`src/rtl/dr_pkg.sv`:
```
package dr_pkg;

    typedef enum logic {
        PH_DATA   = 1'b0,
        PH_SPACER = 1'b1
    } phase_e;

    // number of nodes present at a tree level (level 0 = leaves)
    function automatic int nodes_at(input int w, input int a, input int lvl);
        int n;
        n = w;
        for (int i = 0; i < lvl; i++) n = (n + a - 1) / a;
        return n;
    endfunction

    // number of C-element levels above the leaves (at least one)
    function automatic int tree_levels(input int w, input int a);
        int n;
        int l;
        n = w;
        l = 0;
        while (n > 1) begin
            n = (n + a - 1) / a;
            l++;
        end
        if (l == 0) l = 1;
        return l;
    endfunction

    // bit offset of a level inside the flattened node vector
    function automatic int level_offset(input int w, input int a, input int lvl);
        int s;
        s = 0;
        for (int k = 0; k < lvl; k++) s += nodes_at(w, a, k);
        return s;
    endfunction

endpackage

```
`src/rtl/dr_celem.sv`:
```
module dr_celem #(
    parameter int N = 2
) (
    input  logic         clk,
    input  logic         rst,
    input  logic [N-1:0] a,
    output logic         y
);
    logic held_q;

    // rise when all children high, fall when all low, otherwise hold
    assign y = (&a) | ((|a) & held_q);

    always_ff @(posedge clk) begin
        if (rst) held_q <= 1'b0;
        else     held_q <= y;
    end

endmodule

```
`src/rtl/dr_rail_decode.sv`:
```
module dr_rail_decode #(
    parameter int WIDTH       = 8,
    parameter bit SPACER_HIGH = 1'b0
) (
    input  logic [WIDTH-1:0] rail_one,
    input  logic [WIDTH-1:0] rail_zero,
    output logic [WIDTH-1:0] valid,
    output logic [WIDTH-1:0] spacer,
    output logic [WIDTH-1:0] illegal,
    output logic [WIDTH-1:0] value
);
    localparam logic [WIDTH-1:0] IDLE = {WIDTH{SPACER_HIGH}};

    logic [WIDTH-1:0] one_act;
    logic [WIDTH-1:0] zero_act;

    assign one_act  = rail_one  ^ IDLE;
    assign zero_act = rail_zero ^ IDLE;

    assign valid   = one_act ^ zero_act;
    assign spacer  = ~(one_act | zero_act);
    assign illegal = one_act & zero_act;
    assign value   = one_act;

endmodule

```
`src/rtl/dr_completion_tree.sv`:
```
module dr_completion_tree #(
    parameter int WIDTH = 8,
    parameter int ARITY = 2
) (
    input  logic             clk,
    input  logic             rst,
    input  logic [WIDTH-1:0] leaf,
    output logic             done
);
    localparam int LEVELS = dr_pkg::tree_levels(WIDTH, ARITY);
    localparam int TOTAL  = dr_pkg::level_offset(WIDTH, ARITY, LEVELS + 1);

    // leaves first, then each level of nodes, root last
    logic [TOTAL-1:0] net;

    assign net[WIDTH-1:0] = leaf;

    for (genvar l = 1; l <= LEVELS; l++) begin : g_lvl
        localparam int NPREV = dr_pkg::nodes_at(WIDTH, ARITY, l - 1);
        localparam int NCUR  = dr_pkg::nodes_at(WIDTH, ARITY, l);
        localparam int OPREV = dr_pkg::level_offset(WIDTH, ARITY, l - 1);
        localparam int OCUR  = dr_pkg::level_offset(WIDTH, ARITY, l);
        for (genvar j = 0; j < NCUR; j++) begin : g_node
            localparam int BASE = j * ARITY;
            localparam int NCH  = (NPREV - BASE < ARITY) ? (NPREV - BASE) : ARITY;
            dr_celem #(.N(NCH)) u_node (
                .clk (clk),
                .rst (rst),
                .a   (net[OPREV + BASE +: NCH]),
                .y   (net[OCUR + j])
            );
        end
    end

    assign done = net[TOTAL-1];

endmodule

```
`src/rtl/dr_completion_stage.sv`:
```
module dr_completion_stage #(
    parameter int WIDTH       = 8,
    parameter int ARITY       = 2,
    parameter bit SPACER_HIGH = 1'b0
) (
    input  logic             clk,
    input  logic             rst,
    input  logic [WIDTH-1:0] rail_one,
    input  logic [WIDTH-1:0] rail_zero,
    output logic             ack,
    output logic             data_done,
    output logic             null_done,
    output logic [WIDTH-1:0] word_q,
    output logic             err_code,
    output logic             err_order
);
    import dr_pkg::*;

    logic [WIDTH-1:0] valid_v, spacer_v, illegal_v, value_v;
    logic [WIDTH-1:0] prev_valid_q, prev_spacer_q, prev_value_q;
    logic [WIDTH-1:0] flip_v, bad_v;
    phase_e           phase_q, phase_d;

    dr_rail_decode #(.WIDTH(WIDTH), .SPACER_HIGH(SPACER_HIGH)) u_decode (
        .rail_one  (rail_one),
        .rail_zero (rail_zero),
        .valid     (valid_v),
        .spacer    (spacer_v),
        .illegal   (illegal_v),
        .value     (value_v)
    );

    dr_completion_tree #(.WIDTH(WIDTH), .ARITY(ARITY)) u_tree (
        .clk  (clk),
        .rst  (rst),
        .leaf (valid_v),
        .done (ack)
    );

    assign data_done = &valid_v;
    assign null_done = &spacer_v;

    // phase transitions
    always_comb begin
        phase_d = phase_q;
        unique case (phase_q)
            PH_DATA:   if (ack)  phase_d = PH_SPACER;
            PH_SPACER: if (!ack) phase_d = PH_DATA;
        endcase
    end

    always_ff @(posedge clk) begin
        if (rst) phase_q <= PH_DATA;
        else     phase_q <= phase_d;
    end

    // per-pair ordering rules
    assign flip_v = prev_valid_q & valid_v & (prev_value_q ^ value_v);

    always_comb begin
        bad_v = '0;
        unique case (phase_q)
            PH_DATA:   bad_v = (prev_valid_q & ~valid_v) | flip_v;
            PH_SPACER: bad_v = (prev_spacer_q & valid_v) | flip_v;
        endcase
    end

    // registered outputs and history
    always_ff @(posedge clk) begin
        if (rst) begin
            word_q        <= '0;
            err_code      <= 1'b0;
            err_order     <= 1'b0;
            prev_valid_q  <= '0;
            prev_spacer_q <= '1;
            prev_value_q  <= '0;
        end else begin
            if (phase_q == PH_DATA && ack) word_q <= value_v;
            if (|illegal_v) err_code  <= 1'b1;
            if (|bad_v)     err_order <= 1'b1;
            prev_valid_q  <= valid_v;
            prev_spacer_q <= spacer_v;
            prev_value_q  <= value_v;
        end
    end

    // ---------------- assertions ----------------
    logic proto_ok;
    assign proto_ok = !err_code && !err_order && !(|bad_v) && !(|illegal_v);

    p_rise_needs_data_r3: assert property (@(posedge clk) disable iff (rst)
        (proto_ok && phase_q == PH_DATA && ack) |-> data_done);

    p_fall_needs_null_r4: assert property (@(posedge clk) disable iff (rst)
        (proto_ok && phase_q == PH_SPACER && !ack) |-> null_done);

    p_hold_mixed_r4: assert property (@(posedge clk) disable iff (rst)
        (proto_ok && !data_done && !null_done) |-> (ack == (phase_q == PH_SPACER)));

    p_word_held_r5: assert property (@(posedge clk) disable iff (rst)
        (phase_q == PH_SPACER) |=> $stable(word_q));

    p_code_sticky_r6: assert property (@(posedge clk) disable iff (rst)
        err_code |=> err_code);

    p_order_sticky_r7: assert property (@(posedge clk) disable iff (rst)
        err_order |=> err_order);

    p_reset_clear_r8: assert property (@(posedge clk)
        rst |=> (!err_code && !err_order && word_q == '0));

endmodule

```
`config.mk`:
```
export PLATFORM = sky130hd
export DESIGN_NAME = dr_completion_stage
export DESIGN_NICKNAME = d
export VERILOG_FILES = /design/src/rtl/dr_pkg.sv /design/src/rtl/dr_celem.sv /design/src/rtl/dr_rail_decode.sv /design/src/rtl/dr_completion_tree.sv /design/src/rtl/dr_completion_stage.sv
export SDC_FILE = /design/constraint.sdc
export NUM_CORES = 1
export LEC_CHECK = 0
export BUFFER_PORTS_ARGS = -buffer_cell sky130_fd_sc_hd__buf_2
export CAP_MARGIN = 15
export CORE_ASPECT_RATIO = 0.6
export CORE_MARGIN = 2
export CORE_UTILIZATION = 55
export CTS_CLUSTER_SIZE = 8
export DETAILED_ROUTE_END_ITERATION = 16
export PLACE_DENSITY_LB_ADDON = 0.05
export SLEW_MARGIN = 20
export SYNTH_ARGS = -nofsm -noshare
export SYNTH_HDL_FRONTEND = slang
export SYNTH_HIERARCHICAL = 1
export SYNTH_SLANG_ARGS = --single-unit
```
`constraint.sdc`:
```
create_clock -name clk -period 2.2 [get_ports clk]
set_input_delay 0 -clock clk [delete_from_list [all_inputs] [get_ports clk]]
set_output_delay 0 -clock clk [all_outputs]
set_load 0.01 [all_outputs]
```
Yosys cells after proc, flatten, opt, wreduce, memory -nomap -nowiden
Index checks and enable logic that the tools add are counted.
{ "totals": {"ff_bits": 42, "input_bits": 18, "out_inout_bits": 13, "wordCells": 62} }
{ "classes": {"mux": 2, "bitwise": 27, "n_reduce_logical": 19} }
{ "op_table": {"columns": ["operator", "n"], "rows": [
  ["AND 8 bit", 5],
  ["OR 8 bit", 3],
  ["NOT 8 bit", 2],
  ["case mux 8 bit (2 select lines)", 1],
  ["AND reduction 8 bit", 2],
  ["OR reduction 8 bit", 2],
  ["XOR 8 bit", 2],
  ["AND reduction 2 bit", 7],
  ["OR reduction 2 bit", 7],
  ["AND 1 bit", 7],
  ["OR 1 bit", 7],
  ["logical AND 1 bit", 1],
  ["2-to-1 mux 1 bit", 1],
  ["NOT 1 bit", 1]
]} }

Depth between registers and ports, before layout
Gate-level depths: netlist (run 1).
{ "depth": {"depth_word": 11, "mapped_depth": 9, "ltp_nobuf": 8} }

Modules after synthesis
The synthesis (run 1) kept the hierarchy.
{ "by_module_without_submodules": {"columns": ["mod", "n_inst", "cells_per_inst", "area_per_inst_um2", "seq_area_each_um2"], "rows": [
  ["dr_completion_stage", 1, 129, 1300.0, 700.7],
  ["dr_rail_decode", 1, 40, 320.3, 0.0],
  ["dr_celem", 7, 3, 45.0, 20.0]
]} }

Worst setup path after synthesis (run 1)
OpenSTA, ideal clock, no wires.
{ "synth_path": {"path_type": "input -> register", "startpoint": "input rail_one[7]", "endpoint": "register word_q[0]", "setup_ns": 0.128, "t_arrival_ns": 1.866, "required_ns": 2.072, "path_slack_ns": 0.206, "stages": 9, "n_path_buf": 1, "path_cell_list": "inv_1 -> ha_1 -> maj3_2 -> maj3_2 -> maj3_2 -> nor2b_1 -> buf_2 -> mux2i_1 -> nor2_1"} }
{ "synth_via": {"elab_chain_len": 11, "word_cells_on_any_way": 14, "classes_between": "bitwise: 7; reduce/logical: 7"} }
{ "synth_lines": {"columns": ["element", "line_no", "source"], "rows": [
  ["start: declaration", "dr_completion_stage.sv:8", "input logic [WIDTH-1:0] rail_one,"],
  ["XOR 8 bit *", "dr_rail_decode.sv:20", "assign valid = one_act ^ zero_act;"],
  ["via valid_v[7]", "dr_completion_stage.sv:19", "logic [WIDTH-1:0] valid_v, spacer_v, illegal_v, value_v;"],
  ["OR reduction 2 bit", "dr_celem.sv:12", "assign y = (&a) | ((|a) & held_q);"],
  ["AND 1 bit", "dr_celem.sv:12", null],
  ["OR 1 bit *", "dr_celem.sv:12", null],
  ["via u_tree.net[11]", "dr_completion_tree.sv:14", "logic [TOTAL-1:0] net;"],
  ["OR reduction 2 bit", "dr_celem.sv:12", null],
  ["AND 1 bit", "dr_celem.sv:12", null],
  ["OR 1 bit *", "dr_celem.sv:12", null],
  ["via u_tree.net[13]", "dr_completion_tree.sv:14", null],
  ["OR reduction 2 bit", "dr_celem.sv:12", null],
  ["AND 1 bit", "dr_celem.sv:12", null],
  ["OR 1 bit *", "dr_celem.sv:12", null],
  ["via ack", "dr_completion_stage.sv:10", "output logic ack,"],
  ["logical AND 1 bit *", "dr_completion_stage.sv:78", "if (phase_q == PH_DATA && ack) word_q <= value_v;"],
  ["end signal: assignment", "dr_completion_stage.sv:78", null],
  ["end: declaration", "dr_completion_stage.sv:13", "output logic [WIDTH-1:0] word_q,"]
]} }
Mark *: on every way through the listed nets, which the timed path passes. The rest lies on a longest branch.
A chain may end at the register's enable or synchronous reset.

Final worst setup path (run 1)
{ "layout_path": {"startpoint": "register u_tree.g_lvl[1].g_node[1].u_node.held_q", "endpoint": "register word_q[1]"} }
{ "layout_via": {"elab_chain_len": 9, "word_cells_on_any_way": 11, "classes_between": "bitwise: 6; reduce/logical: 5"} }
{ "layout_lines": {"columns": ["element", "line_no", "source"], "rows": [
  ["start: declaration", "dr_celem.sv:9", "logic held_q;"],
  ["start signal: assignment", "dr_celem.sv:16", "else held_q <= y;"],
  ["AND 1 bit *", "dr_celem.sv:12", null],
  ["OR 1 bit *", "dr_celem.sv:12", null],
  ["via u_tree.net[9]", "dr_completion_tree.sv:14", null],
  ["OR reduction 2 bit", "dr_celem.sv:12", null],
  ["AND 1 bit", "dr_celem.sv:12", null],
  ["OR 1 bit *", "dr_celem.sv:12", null],
  ["via u_tree.net[12]", "dr_completion_tree.sv:14", null],
  ["OR reduction 2 bit", "dr_celem.sv:12", null],
  ["AND 1 bit", "dr_celem.sv:12", null],
  ["OR 1 bit *", "dr_celem.sv:12", null],
  ["logical AND 1 bit *", "dr_completion_stage.sv:78", null]
]} }
Marks and branches as above.

==> key figures, run 1 <==
Global route
  • Global-route wire length before repair: 6410 um
  • Initial antenna violation count: 0
  • Gr usage total: between 20% and 30%
  • Vias in the first global route: about 1400
  • Largest net degree at the start of global routing: 43
  • Remaining global-route overflow: 0

STA
  • Slew Limit Fails: 0
  • Relative slew slack: around 40%
  • Final hold vios: 0
  • Final Critical Period: just under 2 ns
  • Final period util: 88.0%
  • Least-Margin Pin Slew: roughly 0.90 ns
  • Clock Skews: between 0.002 and 0.003 ns
  • Hold slack final: approximately 0.060 ns
  • Setup-failing EPs final: 0
  • Final setup margin: roughly 0.26 ns
  • RSZ-0062 raised after global routing: no
  • F_max: around 0.52 GHz
  • Setup TNS: 0 ns

Yosys
  • YS warnings: 6
  • Yosys top cell area share: a little over two fifths
  • Synth Register Bits: 42
  • Top_reg_cell synth: dfxtp_1
  • Post-Synth Simple-Gate Area: a little over a fifth
  • Area share of fa/ha/maj cells after synthesis: between 10% and 20%
  • Post-synthesis mux area share: 4.14%
  • Sequential cell area fraction in the yosys report: a little over two fifths
  • Post-Synth XOR/XNOR Area: under 10%
  • Synth Area in Compound Gates: between 4 and 5%
  • Cell accounting for the most synthesized area: dfxtp_1
  • Synthesized instance count: 190
  • Main combinational cell family by area after synthesis: simple AND/OR/NAND/NOR gates
  • Post-synth EDFFs: 0
  • Mapped Nets: roughly 220
  • Yosys cell types: 29
  • Area of the mapped netlist: about 1900 um^2
  • Main area contributors after synthesis: dfxtp_1 43%, ha_1 10%, nor2b_1 7.1%
  • Syn_area_per_cell: approximately 10 um^2
  • Async set-reset flop share out of synthesis: 0%

Layout
  • Most frequent cells in the layout: 42 x dfxtp_1, 30 x buf_2, 21 x nor2b_1
  • Design area: roughly 2300 um^2
  • Diodes inserted: 0
  • Footprint of the multi-input gates: about 950 um^2
  • Area Overhead vs Synth: 17.8%
  • Register area: between 800 and 900 um^2
  • Most common cell after layout, fill and taps aside: dfxtp_1
  • Final nets: roughly 270
  • Share of post-route cells with drive strength above 1: about 34%
  • Filler cells: around 270
  • Finished Core Util: 69.0%

Placed design
  • Gpl congestion: between 0.8 and 0.9
  • Detailed placement HPWL: just over 3000 um
  • Place WS: -0.148 ns
  • IO Port Bufs: 30
  • Placed Instance Area: ~2200 um^2

Power
  • Reg power frac: between 50 and 60%
  • Switching part of the total power: between 20 and 30%
  • Net Sw Power: approximately 400 uW
  • Leakage: 0.00107 uW
  • Peak VDD IR: roughly 0.00042 V
  • Power Density: between 600 and 700 nW/um^2
  • Comb power frac: 18.4%
  • Internal: 1180 uW
  • Clock network power share: slightly below 30%

Worst setup path
  • Startpoint types: flop
  • Crit Path Max Fanout: 8
  • Critical path type: flop to flop
  • Critical Path End Type: flop
  • Critical path arrival: 2.08 ns
  • WP data required: about 2.4 ns

Die
  • Placement Rows: 16
  • Initial Utilization: roughly three fifths
  • Die height: around 50 um
  • Core area: approximately 3300 um^2
  • Die extent in x: 80.6 um
  • I/O pin total: 31
  • Die Area: ~4000 um^2

Detailed routing
  • # DRC: 0
  • Vias per std cell: 5.01
  • WL/cell: 14.2 um
  • Final WL: between 3000 and 4000 um
  • Iter 0 DRT Violations: 48
  • Pre-antenna DRT Iters: 6
  • Routed via count: about 1400
  • Post-route ant nets: 0

Worst hold path
  • Hold Path Class: input port to flop

CTS
  • CTS sink cnt: 42
  • Worst-case clock buffer depth: 2
  • TritonCTS clock tree: built
  • Clk pin slew, worst setup/hold paths: ~0.07 ns
  • Root buf cell: clkbuf_8
  • Skew-Pair Late Insertion Delay: roughly 0.29 ns
  • CTS Buf Count: 5
  • Post-CTS setup buffer count: 0
  • H-tree level count: 2

Job
  • Total of max-cap violations: 0

Status
  • Status: completed
-- sequential cells by signal, indices dropped and copies added, names as in the netlist --
signal	flops
err_order	1
prev_spacer_q	8
err_code	1
phase_q	1
word_q	8
u_tree/g_lvl.g_node.u_node/held_q	7
prev_value_q	8
prev_valid_q	8
-- routing by layer --
metal / vias up / GRT usage [%] / wire length, um
li1: 703 / - / -
met1: 660 / 28.1 / 1890
met2: 30 / 36.0 / 1880
met3: 0 / 7.14 / 177
met4: 0 / 3.39 / 0
met5: - / 0 / 0
-- power by group through the flow --
stage | logic [uW] | registers, uW | clock network [uW]
after detailed placement | 289 | 845 | 0
after CTS | 291 | 828 | 472
after global placement | 281 | 843 | 0
final | 291 | 828 | 461
after global routing | 318 | 831 | 501
after floorplan | 183 | 844 | 0
-- layout make-up --
cell class                 instances  area share, %
timing repair buffer              48           12.5
sequential                        42           36.9
clock buffer                       7           3.35
tap                               45           2.47
inverter                          20           3.29
multi-input combinational        116           41.5
-- critical path, cell delays in order (launching register included) --
cell and delay [ns]:
dfxtp_1 0.31, maj3_2 0.32, maj3_2 0.35, maj3_2 0.31
nor2b_2 0.25, mux2i_1 0.20, nor2_1 0.05
-- metrics by stage --
stage / total power, uW / std cells
6_report: 1580 / 278
5_1_grt: 1650 / 278
4_1_cts: 1590 / 278
3_5_place_dp: 1130 / 271
3_3_place_gp: 1120 / 271
2_1_floorplan: 1030 / 190
-- cells by family after synthesis --
family | count (synthesis)
adders and majority gates | 23
and+or+nand+nor | 65
xor gates and xnor gates | 8
buffers and inverters | 32
muxes | 8
DFF | 42
AOI/OAI and AO/OA | 12
-- final timing paths --
check                                                     startpoint                    endpoint  slack [ns]  depth (start not counted)
setup / recovery  u_tree/g_lvl[1].g_node[1].u_node/held_q$_SDFF_PP0_      word_q[1]$_SDFFE_PP0P_        0.26                          6
setup reg to reg  u_tree/g_lvl[1].g_node[1].u_node/held_q$_SDFF_PP0_      word_q[1]$_SDFFE_PP0P_        0.26                          6
hold reg to reg                               word_q[5]$_SDFFE_PP0P_      word_q[5]$_SDFFE_PP0P_        0.50                          2
hold / removal                                           rail_one[4]  prev_value_q[4]$_SDFF_PP0_        0.06                          3
-- synthesized netlist by cell type, types with 5 or more instances --
cell type,n
nand4_1,5
dfxtp_1,42
nor2b_1,22
inv_1,20
or2_2,8
xor2_1,6
nor2b_4,7
mux2i_1,8
nor2_1,11
ha_1,16
maj3_2,7
buf_4,8
-- repair_timing --
| action | 4_1_cts | 5_1_grt |
|---|---|---|
| gates resized for setup | 1 | 0 |
| endpoints found under the setup margin | 8 | 0 |
| hold buffers | 0 | 0 |
No activity file was read; power rests on OpenSTA's default activity.
==> inputs of run 2 (changes only) <==
Settings changed: CORE_UTILIZATION 55 to 50.
Clock period 2.2 ns to 1.7 ns, I/O delays scaled along.
==> run 2 against run 1 <==
Compared with the run above:
- the run now ends with negative setup slack left
- clock-buffer cell count stayed put
- clock power grew 43%
- global-route usage decreased by 1.1 points
- largest power group unchanged
- highest routed layer is now met4
==> key figures, run 2 (synthesis results as in run 1) <==
Status
  • Status: finished, violations left
  • Failing checks: negative setup slack

Detailed routing
  • Routed via count: 1427
  • Vias per std cell: between 4 and 5
  • Pre-antenna DRT Iters: 4
  • Post-route ant nets: 0
  • # DRC: 0
  • Iter 0 DRT Violations: around 60
  • Final WL: 4030 um
  • WL/cell: between 10 and 15 um

Worst setup path
  • Crit Path Max Fanout: 8
  • Critical Path End Type: flop
  • Critical path type: flop to flop
  • R2r endpoint: word_q[7]$_SDFFE_PP0P_
  • WP data required: approximately 1.9 ns
  • R2R setup slack: -0.13 ns
  • Startpoint types: flop
  • RR Startpoint: u_tree/g_lvl[1].g_node[0].u_node/held_q$_SDFF_PP0_
  • R2R depth: 6
  • Critical path arrival: about 2.0 ns

Layout
  • Final nets: between 200 and 300
  • Register area: ~840 um^2
  • Area Overhead vs Synth: 28.6%
  • Share of post-route cells with drive strength above 1: a little over two fifths
  • Filler cells: roughly 310
  • Footprint of the multi-input gates: 1050 um^2
  • Most common cell after layout, fill and taps aside: dfxtp_1
  • Finished Core Util: roughly two thirds
  • Diodes inserted: 0
  • Most frequent cells in the layout: 40 x dfxtp_1, 29 x buf_2, 27 x buf_4

CTS
  • TritonCTS clock tree: built
  • H-tree level count: 2
  • Skew-Pair Late Insertion Delay: between 0.2 and 0.3 ns
  • CTS Buf Count: 5
  • Clk pin slew, worst setup/hold paths: about 0.080 ns
  • Root buf cell: clkbuf_8
  • CTS sink cnt: 42
  • Worst-case clock buffer depth: 2

Worst hold path
  • Hold Path Class: input port to flop
  • Worst Hold Depth: 3
  • Hold EP: prev_value_q[7]$_SDFF_PP0_
  • Hold path start: rail_one[7]

Placed design
  • Place WS: -0.593 ns
  • Gpl congestion: 0.779
  • Detailed placement HPWL: roughly 3100 um
  • IO Port Bufs: 30

STA
  • Setup-failing EPs final: 9
  • Hold slack final: about 0.066 ns
  • F_max: between 0.5 and 0.6 GHz
  • Final period util: 108%
  • Clock Skews: 0.00557 ns
  • Final Critical Period: approximately 1.8 ns
  • RSZ-0062 raised after global routing: yes
  • Least-Margin Pin Slew: slightly above 0.6 ns
  • Final setup margin: -0.133 ns
  • Relative slew slack: between 50% and 60%
  • Final hold vios: 0
  • Slew Limit Fails: 0
  • Setup TNS: -1.07 ns

Global route
  • Largest net degree at the start of global routing: 28
  • Vias in the first global route: 1375
  • Global-route wire length before repair: roughly 6600 um
  • Remaining global-route overflow: 0
  • Initial antenna violation count: 0
  • Gr usage total: 20.6%

Die
  • Initial Utilization: between 50 and 60%
  • I/O pin total: 31
  • Core area: around 3700 um^2
  • Placement Rows: 17
  • Die extent in x: around 84 um
  • Die Area: 4400 um^2
  • Die height: around 52 um

Power
  • Peak VDD IR: between 0.0005 and 0.0006 V
  • Power Density: 866 nW/um^2
  • Total power: 2160 uW
  • Leakage: between 0.001 and 0.0015 uW

Job
  • Total of max-cap violations: 0
-- run 2: cell types whose count changed in the layout (fill, tap and decap cells not counted), sizes merged --
cell	before	now
buf	48	58
clkinv	0	1
-- run 2: worst max-delay path by stage --
stage / endpoint / startpoint / slack (ns) / cells after the start
after floorplan: word_q[0]$_SDFFE_PP0P_ / u_tree/g_lvl[1].g_node[0].u_node/held_q$_SDFF_PP0_ / -0.17 / 7
after global placement: word_q[3]$_SDFFE_PP0P_ / rail_one[0] / -0.53 / 9
after detailed placement: word_q[3]$_SDFFE_PP0P_ / rail_one[3] / -0.59 / 9
after CTS: ack / u_tree/g_lvl[1].g_node[1].u_node/held_q$_SDFF_PP0_ / -0.14 / 5
after global routing: word_q[3]$_SDFFE_PP0P_ / u_tree/g_lvl[1].g_node[1].u_node/held_q$_SDFF_PP0_ / -0.21 / 6
final: word_q[7]$_SDFFE_PP0P_ / u_tree/g_lvl[1].g_node[0].u_node/held_q$_SDFF_PP0_ / -0.13 / 6
-- run 2: stage by stage --
step           area [um^2]  std cells
2_1_floorplan         2040        190
5_1_grt               2490        291
4_1_cts               2480        290
3_3_place_gp          2360        281
6_report              2490        291
3_5_place_dp          2360        281
-- run 2: worst max-delay path: stages (launching register included) --
cell and delay (ns):
dfxtp_2 0.32, maj3_2 0.30, maj3_2 0.34, maj3_2 0.33, nor2b_4 0.19, mux2i_1 0.16
nor2_1 0.05
-- run 2: routing by layer --
layer,vias to the layer above,GRT usage (%),share of wire (%)
li1,720,-,-
met1,667,27.0,50
met2,35,32.9,44
met3,5,6.93,4.8
met4,0,5.65,0.67
met5,-,0,0
-- run 2: area by class of cell --
type | instances | area share [%]
Tap cell | 47 | 2.36
Inverter | 20 | 3.02
Clock inverter | 1 | 0.201
Multi-Input combinational cell | 116 | 42.2
Timing Repair Buffer | 58 | 14.9
Sequential cell | 42 | 33.9
Clock buffer | 7 | 3.47
-- run 2: report_power, final --
part           switching [uW]  total (uW)  internal (uW)
registers                24.5        1070           1050
logic                     193         428            235
clock network             330         658            328
-- run 2: repair_timing --
action | CTS | global route
setup buffers | 1 | 1
hold buffers | 0 | 0
pin swaps | 4 | 3
gates resized for setup | 5 | 1
endpoints found under the setup margin | 9 | 9
==> inputs of run 3 (changes only) <==
Settings changed: ABC_AREA from default to 1, CORE_UTILIZATION 50 to 51.
==> run 3 against run 2 <==
Compared with the run above:
- the flow now finishes without violations
- clock power increased by 0.9%
- critical endpoint unchanged
- die area rose by 8.0%
- register-to-register slack better by 0.26 ns
- non-clock buffer count decreased by 3
- wire length rose by 9.4%
- global-route usage grew 0.21 points
- total power up 0.85%
- largest cell class unchanged
- first-iteration DRC count down 39%
==> key figures, run 3 <==
Power
  • Internal: between 1500 and 2000 uW
  • Power Density: 836 nW/um^2
  • Reg power frac: between 40% and 50%
  • Clock network power share: between 30% and 40%
  • Comb power frac: 20.1%
  • Total power: roughly 2200 uW
  • Switching part of the total power: between 20% and 30%
  • Leakage: around 0.0015 uW
  • Peak VDD IR: about 0.00066 V
  • Net Sw Power: 605 uW

STA
  • RSZ-0062 raised after global routing: yes
  • Clock Skews: roughly 0.002 ns
  • Final period util: between 90% and 100%
  • Least-Margin Pin Slew: slightly above 0.5 ns
  • Final Critical Period: approximately 1.6 ns
  • Setup-failing EPs final: 0
  • Final hold vios: 0
  • Relative slew slack: approximately two thirds
  • F_max: between 0.6 and 0.7 GHz
  • Slew Limit Fails: 0
  • Setup TNS: 0 ns

Die
  • Die height: about 54 um
  • Initial Utilization: between 50% and 60%
  • Core area: 4080 um^2
  • I/O pin total: 31
  • Die extent in x: 87.7 um
  • Die Area: between 4000 and 5000 um^2
  • Placement Rows: 18

Placed design
  • Gpl congestion: around 0.77
  • Placed Instance Area: 2450 um^2
  • IO Port Bufs: 30
  • Detailed placement HPWL: approximately 3400 um

Layout
  • Final nets: 387
  • Register area: 845 um^2
  • Share of post-route cells with drive strength above 1: 26.8%
  • Filler cells: between 300 and 400
  • Diodes inserted: 0
  • Most frequent cells in the layout: 64 x inv_1, 62 x nand2_1, 39 x dfxtp_1
  • Footprint of the multi-input gates: roughly 940 um^2
  • Area Overhead vs Synth: 21.4%
  • Most common cell after layout, fill and taps aside: inv_1
  • Design area: approximately 2600 um^2

Global route
  • Largest net degree at the start of global routing: 27
  • Gr usage total: 20.8%
  • Global-route wire length before repair: around 7100 um
  • Remaining global-route overflow: 0
  • Vias in the first global route: 1618
  • Initial antenna violation count: 0

Status
  • Status: completed

Yosys
  • Main area contributors after synthesis: dfxtp_1 39%, inv_1 12%, nand2_1 11%
  • Yosys cell types: 27
  • Synth Register Bits: 42
  • Synthesized instance count: roughly 300
  • Area of the mapped netlist: approximately 2100 um^2
  • Count leader, synth: inv_1
  • Async set-reset flop share out of synthesis: 0%
  • Post-synth EDFFs: 0
  • Sequential cell area fraction in the yosys report: just under 40%
  • YS warnings: 6
  • Cell accounting for the most synthesized area: dfxtp_1
  • Commonest cells post-synth: 69 x inv_1, 62 x nand2_1, 42 x dfxtp_1
  • Yosys top cell area share: a little under 40%
  • Mapped Nets: ~340
  • Syn_area_per_cell: between 7 and 8 um^2
  • Top_reg_cell synth: dfxtp_1

CTS
  • Clk pin slew, worst setup/hold paths: 0.08 ns
  • Skew-Pair Late Insertion Delay: about 0.3 ns
  • Root buf cell: clkbuf_8
  • H-tree level count: 2
  • TritonCTS clock tree: built
  • Worst-case clock buffer depth: 2
  • Hold Buf Count CTS: 0
  • CTS Buf Count: 5
  • CTS sink cnt: 42

Worst setup path
  • Crit path to: word_q[7]$_SDFFE_PP0P_
  • WP data required: 1.93 ns
  • R2R depth: 17
  • R2r endpoint: word_q[7]$_SDFFE_PP0P_
  • Critical Path End Type: flop
  • Critical path arrival: about 1.8 ns
  • Worst Setup SP: u_tree/g_lvl[1].g_node[1].u_node/held_q$_SDFF_PP0_
  • Crit Path Max Fanout: 8
  • Startpoint types: flop
  • R2R setup slack: around 0.12 ns
  • Critical path type: flop to flop
  • RR Startpoint: u_tree/g_lvl[1].g_node[1].u_node/held_q$_SDFF_PP0_

Detailed routing
  • Post-route ant nets: 0
  • Vias per std cell: 4.32
  • Final WL: around 4400 um
  • Iter 0 DRT Violations: 37
  • WL/cell: 10.6 um
  • Pre-antenna DRT Iters: 4
  • Routed via count: approximately 1800
  • # DRC: 0

Job
  • Total of max-cap violations: 0

Worst hold path
  • Hold Path Class: input port to flop
==> run 3: cells by family after synthesis <==
logic type / share of synthesized area [%]
adder cells (fa/ha/maj): 9.35
AO/OA/AOI/OAI: 4.50
flip-flops: 39.3
XOR/XNOR: 0.409
buffers and inverters: 17.3
AND/OR/NAND/NOR: 29.2
==> run 3: power groups by stage <==
stage	clock, uW	combinational, uW	sequential, uW
2_1_floorplan	0	271	1100
3_3_place_gp	0	413	1090
3_5_place_dp	0	418	1100
4_1_cts	688	421	1070
5_1_grt	732	500	1080
6_report	664	436	1070
==> run 3: layout make-up <==
| class | count | share of cell area [%] |
|---|---|---|
| Inverter | 76 | 11.0 |
| Clock inverter | 1 | 0.192 |
| Clock buffer | 7 | 3.32 |
| Multi-Input combinational cell | 173 | 36.0 |
| Tap cell | 60 | 2.89 |
| Sequential cell | 42 | 32.5 |
| Timing Repair Buffer | 55 | 14.1 |
==> run 3: critical path, cell delays in order (launching register included) <==
cell	delay (ns)
dfxtp_2	0.33
nand2_1	0.05
nand2_1	0.07
nand2_2	0.06
inv_1	0.05
inv_1	0.04
nand2_1	0.07
nand2_2	0.06
inv_2	0.05
nand2_1	0.04
nand2_1	0.06
nand2_2	0.06
inv_2	0.06
inv_2	0.04
nor2_4	0.16
buf_12	0.14
o21ai_1	0.06
a21oi_1	0.12
==> run 3: worst min-delay path by stage <==
| stage | cells after the start | from | to | slack (ns) |
|---|---|---|---|---|
| 5_1_grt | 4 | rail_one[1] | prev_value_q[1]$_SDFF_PP0_ | 0.08 |
| 6_report | 4 | rail_one[5] | prev_value_q[5]$_SDFF_PP0_ | 0.06 |
| 2_1_floorplan | 1 | rst | u_tree/g_lvl[1].g_node[0].u_node/held_q$_SDFF_PP0_ | 0.07 |
| 4_1_cts | 4 | rail_one[5] | prev_value_q[5]$_SDFF_PP0_ | 0.05 |
| 3_5_place_dp | 4 | rail_one[5] | prev_value_q[5]$_SDFF_PP0_ | 0.37 |
| 3_3_place_gp | 4 | rail_one[6] | prev_value_q[6]$_SDFF_PP0_ | 0.37 |
==> run 3: what timing repair did <==
action / in CTS / in global routing
buffers inserted: 0 / 3
setup endpoints to repair: 0 / 8
resized for setup: 0 / 14
==> run 3: metrics by stage <==
stage / utilization [%] / hold slack, ns / std cells / setup WS, ns
floorplan: - / 0.0669 / 303 / 0.0468
global placement: 60.2 / 0.367 / 402 / -0.0575
detailed placement: 60.2 / 0.366 / 402 / -0.0899
CTS: 62.4 / 0.0516 / 410 / 0.0472
global route: 63.8 / 0.0848 / 414 / -0.0769
finish: 63.8 / 0.0648 / 414 / 0.123
==> run 3: metal layers <==
metal / GRT usage [%] / wire (um)
met3: 4.75 / 180
met1: 28.5 / 2330
met2: 32.3 / 1840
met5: 0 / 0
met4: 7.69 / 63
